`src/rtl/tlb_walker.sv`:
```
module tlb_walker #(
  parameter int SETS = 8,
  parameter int WAYS = 4
) (
  input  logic        clk,
  input  logic        rst_n,
  input  logic [31:0] dir_base,
  input  logic        req,
  input  logic [31:0] vaddr,
  output logic        done,
  output logic        hit,
  output logic [2:0]  fault_code,
  output logic [31:0] paddr,
  output logic [31:0] rdata,
  output logic        mem_rd,
  output logic [31:0] mem_addr,
  input  logic [31:0] mem_rdata
);
  localparam int SET_W = $clog2(SETS);
  localparam int WAY_W = $clog2(WAYS);
  localparam int TAG_W = 20 - SET_W;
  localparam int P_BIT = 0;
  localparam int U_BIT = 2;

  typedef enum logic [2:0] {S_IDLE, S_LOOK, S_DIR, S_TBL, S_DATA, S_DONE} st_t;

  st_t st;
  logic [31:0] va_q;
  logic        hit_q;
  logic [2:0]  flt_q;
  logic [31:0] pa_q, rd_q;

  logic [TAG_W-1:0] tag_a [SETS][WAYS];
  logic [31:0]      ent_a [SETS][WAYS];
  logic [WAYS-1:0]  vld   [SETS];
  logic [WAY_W-1:0] rr    [SETS];

  wire [SET_W-1:0] vset = va_q[12 +: SET_W];
  wire [TAG_W-1:0] vtag = va_q[31 -: TAG_W];
  wire             e_ok = mem_rdata[P_BIT] & mem_rdata[U_BIT];

  logic             lk_hit;
  logic [WAY_W-1:0] lk_way;
  logic [WAY_W-1:0] vic;
  logic             vic_free;

  always_comb begin
    lk_hit = 1'b0;
    lk_way = '0;
    for (int w = 0; w < WAYS; w++)
      if (!lk_hit && vld[vset][w] && tag_a[vset][w] == vtag) begin
        lk_hit = 1'b1;
        lk_way = WAY_W'(w);
      end
  end

  always_comb begin
    vic      = rr[vset];
    vic_free = 1'b0;
    for (int w = 0; w < WAYS; w++)
      if (!vic_free && !vld[vset][w]) begin
        vic      = WAY_W'(w);
        vic_free = 1'b1;
      end
  end

  wire [31:0] hit_pa  = {ent_a[vset][lk_way][31:12], va_q[11:0]};
  wire [31:0] dir_pa  = {dir_base[31:12], va_q[31:22], 2'b00};
  wire [31:0] tbl_pa  = {mem_rdata[31:12], va_q[21:12], 2'b00};
  wire [31:0] dat_pa  = {mem_rdata[31:12], va_q[11:0]};

  always_comb begin
    mem_rd   = 1'b0;
    mem_addr = '0;
    case (st)
      S_LOOK: begin mem_rd = 1'b1; mem_addr = lk_hit ? hit_pa : dir_pa; end
      S_DIR:  begin mem_rd = e_ok; mem_addr = e_ok ? tbl_pa : '0; end
      S_TBL:  begin mem_rd = e_ok; mem_addr = e_ok ? dat_pa : '0; end
      default: ;
    endcase
  end

  always_ff @(posedge clk) begin
    if (!rst_n) begin
      st    <= S_IDLE;
      va_q  <= '0;
      hit_q <= 1'b0;
      flt_q <= '0;
      pa_q  <= '0;
      rd_q  <= '0;
      for (int s = 0; s < SETS; s++) begin
        vld[s] <= '0;
        rr[s]  <= '0;
      end
    end else begin
      case (st)
        S_IDLE: if (req) begin
          va_q  <= vaddr;
          hit_q <= 1'b0;
          flt_q <= '0;
          pa_q  <= '0;
          rd_q  <= '0;
          st    <= S_LOOK;
        end
        S_LOOK: begin
          hit_q <= lk_hit;
          if (lk_hit) begin
            pa_q <= hit_pa;
            st   <= S_DATA;
          end else begin
            st <= S_DIR;
          end
        end
        S_DIR: begin
          if (e_ok) st <= S_TBL;
          else begin
            flt_q <= {1'b1, 1'b0, mem_rdata[P_BIT]};
            st    <= S_DONE;
          end
        end
        S_TBL: begin
          if (e_ok) begin
            pa_q               <= dat_pa;
            tag_a[vset][vic]   <= vtag;
            ent_a[vset][vic]   <= mem_rdata;
            vld[vset][vic]     <= 1'b1;
            if (!vic_free) rr[vset] <= rr[vset] + 1'b1;
            st <= S_DATA;
          end else begin
            flt_q <= {1'b1, 1'b1, mem_rdata[P_BIT]};
            st    <= S_DONE;
          end
        end
        S_DATA: begin
          rd_q <= mem_rdata;
          st   <= S_DONE;
        end
        default: st <= S_IDLE;
      endcase
    end
  end

  assign done       = (st == S_DONE);
  assign hit        = hit_q;
  assign fault_code = flt_q;
  assign paddr      = pa_q;
  assign rdata      = rd_q;
endmodule

```
`config.mk`:
```
export PLATFORM = sky130hd
export DESIGN_NAME = tlb_walker
export DESIGN_NICKNAME = d
export VERILOG_FILES = /design/src/rtl/tlb_walker.sv
export SDC_FILE = /design/constraint.sdc
export NUM_CORES = 1
export LEC_CHECK = 0
export BUFFER_PORTS_ARGS = -buffer_cell sky130_fd_sc_hd__buf_2
export CAP_MARGIN = 10
export CORE_MARGIN = 8
export CORE_UTILIZATION = 61
export DETAILED_ROUTE_END_ITERATION = 7
export PLACE_DENSITY_LB_ADDON = 0.08
export SYNTH_ARGS = -nofsm -noshare
export SYNTH_HDL_FRONTEND = slang
export SYNTH_SLANG_ARGS = --single-unit
```
`constraint.sdc`:
```
create_clock -name clk -period 5.5 [get_ports clk]
set_clock_uncertainty 0.05 [all_clocks]
set_input_delay 0.825 -clock clk [delete_from_list [all_inputs] [get_ports clk]]
set_output_delay 0.825 -clock clk [all_outputs]
set_load 0.01 [all_outputs]
```
==> results_tabular.tex, run 1 <==
\begin{tabular}{lr}
\hline
Metric & Value \\
\hline
\multicolumn{2}{l}{\textbf{Status}} \\
\quad Outcome & finished with violations \\
\quad Violations in the final reports & setup timing \\
\multicolumn{2}{l}{\textbf{Synth}} \\
\quad Netlist area before placement & $\sim$53000 um2 \\
\quad Avg Cell Area, Syn & a little under 20 um2 \\
\quad Number of warnings printed during yosys synthesis & 0 \\
\quad Synth unique cells & 54 \\
\quad Leading cell type by number of instances after synthesis & sky130\_fd\_sc\_hd\_\_edfxtp\_1 \\
\quad Synthesized Nets & between 2000 and 3000 \\
\quad FF+latch count, synth & approximately 1300 \\
\quad Dominant register cell in the synthesized netlist & sky130\_fd\_sc\_hd\_\_edfxtp\_1 \\
\quad Synthesized instance count & $\sim$2700 \\
\quad Sequential share of the synthesized area & around 74\% \\
\quad Proportion of register bits with asynchronous set or reset after synthesis & 0\% \\
\quad Ranking of synthesized cells by area & sky130\_fd\_sc\_hd\_\_edfxtp\_1 (69\%), sky130\_fd\_sc\_hd\_\_mux4\_2 (12\%), sky130\_fd\_sc\_hd\_\_dfxtp\_1 (5.3\%) \\
\quad Most frequent cells after synthesis & sky130\_fd\_sc\_hd\_\_edfxtp\_1 (1200), sky130\_fd\_sc\_hd\_\_mux4\_2 (278), sky130\_fd\_sc\_hd\_\_mux2i\_1 (174) \\
\quad Cell type with the highest aggregate area in the netlist & sky130\_fd\_sc\_hd\_\_edfxtp\_1 \\
\quad Top-area cell type share of the netlist area & 68.62\% \\
\quad Number of flops mapped to enable cells by yosys & 1200 \\
\multicolumn{2}{l}{\textbf{Worst setup path}} \\
\quad Cell repeated most along the worst path & sky130\_fd\_sc\_hd\_\_buf\_6 \\
\quad Worst reg-to-reg setup slack & about 0.79 ns \\
\quad Cells traversed along the worst timing path & buf\_6 > buf\_12 > buf\_4 > mux4\_2 > mux2i\_1 > xnor2\_1 > or4\_4 > nor4\_4 > nor2b\_4 > o21ai\_4 > buf\_12 > buf\_12 > buf\_6 > mux2\_4 > a22oi\_2 > buf\_6 > nand3\_2 > buf\_6 \\
\quad Worst setup endpoint & mem\_addr[24] \\
\quad Worst reg2reg path depth & 13 \\
\quad Setup CP Type & flip-flop to primary output \\
\quad Element type at the critical path start & flip-flop \\
\quad WP buf/inv & 8 \\
\quad Critical path's slowest cell & sky130\_fd\_sc\_hd\_\_or4\_4 \\
\quad Stages on the worst setup path & 18 \\
\quad Largest stage delay on the critical path & $\sim$0.56 ns \\
\quad Worst-path fanout max & 8 \\
\quad Type of destination of the critical path & primary output \\
\quad FF-to-FF End & tag\_a[4][64] \\
\quad Top delay family on crit path & simple AND/OR/NAND/NOR gates \\
\quad Required time of the critical path & roughly 4.6 ns \\
\quad Worst Path Arrival & 4.83 ns \\
\multicolumn{2}{l}{\textbf{CTS}} \\
\quad Clock Latency Late Sink & about 0.74 ns \\
\quad Clock root buffer & sky130\_fd\_sc\_hd\_\_clkbuf\_16 \\
\quad Clock Sinks & $\sim$1300 \\
\quad Number of buffers created by CTS & roughly 140 \\
\quad Htree depth & 4 \\
\quad Clock input transition at the sequential cells of the worst setup and hold paths & 0.06 ns \\
\quad CTS tree & done \\
\quad Clock Tree Buf Depth & 3 \\
\multicolumn{2}{l}{\textbf{Job}} \\
\quad Number of max-cap violations & 0 \\
\multicolumn{2}{l}{\textbf{Floorplan}} \\
\quad Die height & about 310 um \\
\quad Horizontal die dimension & between 300 and 400 um \\
\quad Die area & between 90000 and 100000 um2 \\
\quad Row count & between 100 and 150 \\
\quad IO Count & about 200 \\
\quad CORE AREA & $\sim$85000 um2 \\
\quad Initial core utilization & between 60\% and 70\% \\
\multicolumn{2}{l}{\textbf{Global route}} \\
\quad Total overflow reported by the global router & 0 \\
\quad Antenna violations before repair & 1 \\
\quad All-Layer GR Usage & between 20 and 30\% \\
\quad Global-route wire length before repair & a little under 200000 um \\
\quad Via count of the first global-routing pass & slightly below 30000 \\
\quad Largest net degree at the start of global routing & between 90 and 100 \\
\multicolumn{2}{l}{\textbf{Timing}} \\
\quad Final setup fails & 21 \\
\quad Number of max-slew violations in the final report & 0 \\
\quad Setup repair after global routing missed its margin & yes \\
\quad Worst-Margin Slew & roughly 1.1 ns \\
\quad Slew margin rel. & 28.98\% \\
\quad Post-layout minimum cycle time & 5.701 ns \\
\quad Final setup slack of the worst path & -0.2013 ns \\
\quad Portion of the clock cycle consumed by the worst path in the final layout & 103.7\% \\
\quad Final hold violation count & 0 \\
\quad Fmax achieved & $\sim$0.18 GHz \\
\multicolumn{2}{l}{\textbf{Pwr}} \\
\quad Total leakage power & 21.19 nW \\
\quad Power density relative to cell area & 354.0 nW/um2 \\
\quad VDD IR-drop max & 0.3137 mV \\
\multicolumn{2}{l}{\textbf{Finish}} \\
\quad Share of final-layout standard cells stronger than drive strength 1 & $\sim$34\% \\
\quad Count of fill cells added during filler insertion & 4940 \\
\quad Layout overhead on the synthesized area & 18.88\% \\
\quad Post-layout nets & between 3000 and 4000 \\
\quad Post-Layout Inst Area & 62430 um2 \\
\quad Diode insertion count for antenna repair & 0 \\
\multicolumn{2}{l}{\textbf{Placed design}} \\
\quad Placed standard-cell area & 56340 um2 \\
\quad Weighted congestion at the end of routability-driven global placement & $\sim$0.83 \\
\quad Setup Slack @ Placement & -0.07962 ns \\
\quad Buffers on Ports & 188 \\
\quad Post-detailed-placement half-perimeter wirelength & $\sim$80000 um \\
\multicolumn{2}{l}{\textbf{Detailed routing}} \\
\quad Number of vias after detailed routing & between 20000 and 30000 \\
\quad DRC violations left & 0 \\
\quad Antenna-violating nets left & 0 \\
\quad Detailed-routing iteration count for the pre-antenna-repair pass & 6 \\
\quad Drt via density & 6.532 \\
\quad Wire length per cell after detailed routing & about 31 um \\
\quad Routed wire length & 134400 um \\
\quad Iteration-0 DRC Markers & about 3400 \\
\multicolumn{2}{l}{\textbf{Min path}} \\
\quad Class of the tightest hold or removal check & primary input to flip-flop \\
\hline
\end{tabular}
==> per-layer routing <==
layer / track usage, % / part of all wire, %
met5: 0 / 0
met4: 10.50 / 3.7
met3: 4.471 / 7.2
met2: 47.33 / 51
met1: 36.90 / 38
==> cell usage in the layout (no fill, tap or decap), types with 11 or more instances in the layout <==
cell type and n:
sky130_fd_sc_hd__a21o_1 33, sky130_fd_sc_hd__a21oi_1 24, sky130_fd_sc_hd__o22ai_1 20, sky130_fd_sc_hd__nor2_1 37
sky130_fd_sc_hd__mux4_2 278, sky130_fd_sc_hd__edfxtp_1 1200, sky130_fd_sc_hd__xor2_1 16, sky130_fd_sc_hd__nor2b_1 49
sky130_fd_sc_hd__a21boi_0 34, sky130_fd_sc_hd__mux2_2 21, sky130_fd_sc_hd__a22oi_2 19, sky130_fd_sc_hd__a221oi_2 21
sky130_fd_sc_hd__buf_12 56, sky130_fd_sc_hd__buf_2 171, sky130_fd_sc_hd__o21ai_0 29, sky130_fd_sc_hd__mux2i_1 161
sky130_fd_sc_hd__buf_6 45, sky130_fd_sc_hd__clkinv_2 29, sky130_fd_sc_hd__clkinv_1 15, sky130_fd_sc_hd__nand3_1 13
sky130_fd_sc_hd__nand2_1 114, sky130_fd_sc_hd__xnor2_1 49, sky130_fd_sc_hd__mux2_4 19, sky130_fd_sc_hd__buf_4 165
sky130_fd_sc_hd__nand4_1 12, sky130_fd_sc_hd__nor2_4 33, sky130_fd_sc_hd__clkbuf_16 142, sky130_fd_sc_hd__a22oi_1 74
sky130_fd_sc_hd__clkbuf_1 31, sky130_fd_sc_hd__inv_1 12, sky130_fd_sc_hd__nand3_2 11, sky130_fd_sc_hd__dfxtp_1 135
==> stage by stage <==
stage | utilization [%] | power, mW | TNS, ns | hold WS (ns) | instances
3_3_place_gp | 66.07 | 13.05 | 0 | 0.3773 | 4044
2_1_floorplan | - | 12.46 | 0 | 0.3711 | 2708
4_1_cts | 72.33 | 22.08 | -3.963 | 0.2465 | 4336
6_report | 73.20 | 22.10 | -2.823 | 0.2941 | 4376
5_1_grt | 73.20 | 22.68 | -5.883 | 0.2812 | 4376
3_5_place_dp | 66.07 | 13.09 | -0.7378 | 0.3867 | 4044
==> worst min path at each step <==
stage               from         to  slack (ns)  cells past startpoint
2_1_floorplan  vld[1][2]  vld[1][2]        0.37                      1
4_1_cts        vaddr[16]   va_q[16]        0.25                      3
5_1_grt        vaddr[29]   va_q[29]        0.28                      3
6_report       vaddr[16]   va_q[16]        0.29                      3
3_5_place_dp   vld[7][1]  vld[7][1]        0.39                      1
3_3_place_gp   vld[5][3]  vld[5][3]        0.38                      1
==> worst reg2reg max path, cell delays in order (launching register included) <==
cell and delay, ns:
sky130_fd_sc_hd__dfxtp_4 0.42, sky130_fd_sc_hd__buf_12 0.17, sky130_fd_sc_hd__buf_12 0.13, sky130_fd_sc_hd__buf_4 0.13, sky130_fd_sc_hd__buf_12 0.24, sky130_fd_sc_hd__buf_4 0.64
sky130_fd_sc_hd__mux4_2 0.44, sky130_fd_sc_hd__mux2i_1 0.33, sky130_fd_sc_hd__nand2_1 0.09, sky130_fd_sc_hd__nand2_1 0.10, sky130_fd_sc_hd__a21o_1 0.18, sky130_fd_sc_hd__nand2_1 0.42
sky130_fd_sc_hd__nor2_4 0.65, sky130_fd_sc_hd__buf_12 0.35
==> cells by family after synthesis <==
family,after synthesis,synth area share [%]
mux,492,16.10
simple gates,331,3.057
xor+xnor,69,1.151
flops,1338,73.88
buf+inv,186,1.577
compound gates,292,4.239
==> flip-flops by register name (all words and copies together), names as in the netlist, 16 cells and up, named ones only <==
name   cells
ent_a    640
paddr     32
rr        16
vld       32
tag_a    544
rdata     32
va_q      32
==> area by class of cell <==
class,count,area (um2),area share [%]
clock inverters,66,621.8,0.9961
flip-flops and latches,1338,38810,62.16
multi-input cells,1184,13730,21.99
inverters,13,50.05,0.08017
repair buffers,450,4035,6.464
clock buffers,181,3751,6.009
well taps,1144,1431,2.293
==> power by group <==
part	internal, mW	switching [mW]	leakage, nW
clock network	5.28	3.76	2.16
registers	11.2	0.0865	12.0
logic	0.808	1.01	7.00
total	17.2	4.86	21.2
==> timing repair <==
action                     in CTS  in global routing
pin swaps                      32                 38
setup endpoints to repair      32                 32
gates resized for setup        99                 81
setup buffers                  39                 44
gates cloned                    7                  2
hold buffers                    0                  0
Power figures use the tool's default switching activity.
==> inputs of run 2 (changes only) <==
--- a/config.mk
+++ b/config.mk
@@ -11,6 +11,7 @@
 export CORE_UTILIZATION = 61
 export DETAILED_ROUTE_END_ITERATION = 7
 export PLACE_DENSITY_LB_ADDON = 0.08
+export SETUP_SLACK_MARGIN = 0.02
 export SYNTH_ARGS = -nofsm -noshare
 export SYNTH_HDL_FRONTEND = slang
 export SYNTH_SLANG_ARGS = --single-unit
==> constraint.sdc (replaced) <==
create_clock -name clk -period 6.3 [get_ports clk]
set_clock_uncertainty 0.05 [all_clocks]
set_input_delay 0.945 -clock clk [delete_from_list [all_inputs] [get_ports clk]]
set_output_delay 0.945 -clock clk [all_outputs]
set_load 0.01 [all_outputs]
==> results_tabular.tex, run 2 (synthesized netlist as in run 1, its figures left out) <==
\begin{tabular}{lr}
\hline
Metric & Value \\
\hline
\multicolumn{2}{l}{\textbf{Min path}} \\
\quad Hold Crit Start & vld[3][0] \\
\quad Class of the tightest hold or removal check & flip-flop to flip-flop \\
\quad Worst Hold Depth & 1 \\
\quad Hold-critical path endpoint & vld[3][0] \\
\multicolumn{2}{l}{\textbf{Floorplan}} \\
\quad Die height & between 300 and 400 um \\
\quad Die area & $\sim$96000 um2 \\
\quad Row count & 107 \\
\quad Horizontal die dimension & 309.4 um \\
\quad CORE AREA & 85280 um2 \\
\quad IO Count & around 200 \\
\quad Initial core utilization & approximately three fifths \\
\multicolumn{2}{l}{\textbf{CTS}} \\
\quad Clock input transition at the sequential cells of the worst setup and hold paths & roughly 0.060 ns \\
\quad Clock Sinks & around 1300 \\
\quad Clock root buffer & sky130\_fd\_sc\_hd\_\_clkbuf\_16 \\
\quad Htree depth & 4 \\
\quad Clock Latency Late Sink & a little over 0.7 ns \\
\quad Clock Tree Buf Depth & 3 \\
\quad CTS tree & done \\
\quad Number of buffers created by CTS & 137 \\
\multicolumn{2}{l}{\textbf{Worst setup path}} \\
\quad FF-to-FF End & paddr[27] \\
\quad Worst Path Arrival & 5.05 ns \\
\quad Type of destination of the critical path & primary output \\
\quad Worst-path fanout max & 24 \\
\quad Cells traversed along the worst timing path & buf\_12 > mux4\_2 > mux2i\_1 > xnor2\_1 > or4\_1 > nor4\_1 > nor2b\_4 > o21ai\_4 > clkbuf\_16 > buf\_8 > and3\_1 > or3\_1 > o211ai\_1 > buf\_2 \\
\quad Required time of the critical path & roughly 5.3 ns \\
\quad Largest stage delay on the critical path & roughly 0.60 ns \\
\quad Worst reg2reg path depth & 14 \\
\quad Element type at the critical path start & flip-flop \\
\quad Worst reg-to-reg setup slack & around 1.3 ns \\
\quad Critical path's slowest cell & sky130\_fd\_sc\_hd\_\_or4\_1 \\
\quad Setup CP Type & flip-flop to primary output \\
\multicolumn{2}{l}{\textbf{Pwr}} \\
\quad Switch share & about 22\% \\
\quad Combinational cell fraction of total power & 7.3\% \\
\quad Cell Int Power & 14.79 mW \\
\quad Power share of the sequential group & between 50\% and 60\% \\
\quad Total leakage power & slightly above 20 nW \\
\quad Clock network fraction of total power & between 40\% and 50\% \\
\quad Net load switching power & around 4.2 mW \\
\quad Power density relative to cell area & roughly 310 nW/um2 \\
\quad Design Power & 19.01 mW \\
\quad VDD IR-drop max & about 0.3 mV \\
\multicolumn{2}{l}{\textbf{Finish}} \\
\quad Share of final-layout standard cells stronger than drive strength 1 & 30.06\% \\
\quad Diode insertion count for antenna repair & 0 \\
\quad Max FFs per register & 640 \\
\quad Most used cells in the layout excluding fill and tap cells & sky130\_fd\_sc\_hd\_\_edfxtp\_1 (1200), sky130\_fd\_sc\_hd\_\_mux4\_2 (278), sky130\_fd\_sc\_hd\_\_buf\_2 (187) \\
\quad Largest registers ranked by flip-flop count & ent\_a x640, tag\_a x544 \\
\quad Most common cell after layout, fill and taps aside & sky130\_fd\_sc\_hd\_\_edfxtp\_1 \\
\quad FF/Latch Area & roughly 39000 um2 \\
\quad Layout overhead on the synthesized area & 15.23\% \\
\quad Count of fill cells added during filler insertion & 5238 \\
\quad Post-layout nets & roughly 3100 \\
\quad Final core area utilization & a little under three quarters \\
\quad Area occupied by multi-input gates & between 10000 and 15000 um2 \\
\quad Top reg by flops & ent\_a \\
\multicolumn{2}{l}{\textbf{Global route}} \\
\quad Routing usage on met3 & about 4.1\% \\
\quad Global-route wire length before repair & $\sim$190000 um \\
\quad M1 GR Usage & a little over a third \\
\quad Via count of the first global-routing pass & 28720 \\
\quad Global Route met2 Usage & 44.05\% \\
\quad Antenna violations before repair & 1 \\
\quad Most Used Layer, Global Route & met2 \\
\quad Largest net degree at the start of global routing & just under 80 \\
\quad All-Layer GR Usage & 26.41\% \\
\quad Total overflow reported by the global router & 0 \\
\multicolumn{2}{l}{\textbf{Timing}} \\
\quad Worst-Margin Slew & $\sim$1.2 ns \\
\quad Number of max-slew violations in the final report & 0 \\
\quad Final setup fails & 0 \\
\quad Final hold violation count & 0 \\
\quad Portion of the clock cycle consumed by the worst path in the final layout & 95.98\% \\
\quad Fmax achieved & between 0.15 and 0.2 GHz \\
\quad Setup repair after global routing missed its margin & no \\
\quad Post-route setup TNS & 0 ns \\
\quad Slew margin rel. & 22.51\% \\
\quad Hold slack final & 0.3992 ns \\
\quad Post-layout minimum cycle time & between 6 and 7 ns \\
\multicolumn{2}{l}{\textbf{Detailed routing}} \\
\quad Number of vias after detailed routing & $\sim$28000 \\
\quad Drt via density & approximately 6.4 \\
\quad DRC violations left & 0 \\
\quad Detailed-routing iteration count for the pre-antenna-repair pass & 5 \\
\quad Antenna-violating nets left & 0 \\
\quad Iteration-0 DRC Markers & between 3000 and 4000 \\
\quad Routed wire length & 126700 um \\
\quad Wire length per cell after detailed routing & between 20 and 30 um \\
\multicolumn{2}{l}{\textbf{Placed design}} \\
\quad Post-detailed-placement half-perimeter wirelength & roughly 75000 um \\
\quad Buffers on Ports & about 190 \\
\quad Weighted congestion at the end of routability-driven global placement & 0.8302 \\
\multicolumn{2}{l}{\textbf{Status}} \\
\quad Outcome & finished, final reports clean \\
\multicolumn{2}{l}{\textbf{Job}} \\
\quad Number of max-cap violations & 0 \\
\hline
\end{tabular}
run 2: cell count changes in the layout (fill, tap and decap cells not counted), sizes merged:
cell	delta
buf	-95
bufinv	-2
clkinv	+18
clkinvlp	-2
clkbuf	-13
bufbuf	-1
run 2: repair_timing:
action,in CTS,in global routing
cloned,0,2
endpoints found under the hold margin,0,0
gates resized for setup,9,10
setup buffers,3,9
endpoints found under the setup margin,20,26
pin swaps,1,4
hold buffers,0,0
run 2: per-layer routing:
| metal | wire length [um] | vias to the layer above |
|---|---|---|
| li1 | - | 11670 |
| met5 | 13 | - |
| met2 | 63830 | 1216 |
| met4 | 5253 | 2 |
| met3 | 8868 | 238 |
| met1 | 48710 | 14430 |
run 2: critical path: cells and delay by family, from the launching register on:
family	cells	cell delay, ns
DFF	1	0.40
buffers and inverters	4	0.81
and+or+nand+nor	5	1.96
xor gates and xnor gates	1	0.09
muxes	2	0.79
AOI/OAI and AO/OA	2	0.20
run 2: cell type report:
cell class / count / share of cell area, %
Clock inverter: 80 / 1.160
Multi-Input combinational cell: 1184 / 21.87
Timing Repair Buffer: 353 / 4.392
Inverter: 13 / 0.08270
Tap cell: 1144 / 2.365
Sequential cell: 1338 / 64.13
Clock buffer: 169 / 6.002
run 2: power groups by stage:
stage	combinational [mW]	clock, mW	sequential (mW)
detailed placement	1.36	0	10.0
global route	1.49	8.23	9.83
global placement	1.33	0	10.0
floorplan	0.881	0	10.0
finish	1.39	7.79	9.83
CTS	1.37	7.89	9.83
run 2: worst max-delay path by stage:
stage | from | to | slack (ns) | cells after the start
5_1_grt | flip-flop | mem_addr[30] | 0.01 | 16
4_1_cts | flip-flop | mem_addr[30] | 0.02 | 16
2_1_floorplan | flip-flop | ent_a[7][44] | 1.52 | 12
3_3_place_gp | flip-flop | mem_addr[30] | 0.64 | 14
3_5_place_dp | flip-flop | mem_addr[7] | 0.56 | 13
6_report | flip-flop | mem_addr[30] | 0.25 | 14
run 2: per-stage QoR:
| step | area, um2 | setup WS [ns] | cells |
|---|---|---|---|
| final | 60510 | 0.2533 | 4281 |
| after global routing | 60510 | 0.01265 | 4281 |
| after CTS | 60320 | 0.02117 | 4269 |
| after detailed placement | 55930 | 0.5555 | 4017 |
| after global placement | 55930 | 0.6433 | 4017 |
| after floorplan | 52510 | 1.516 | 2708 |
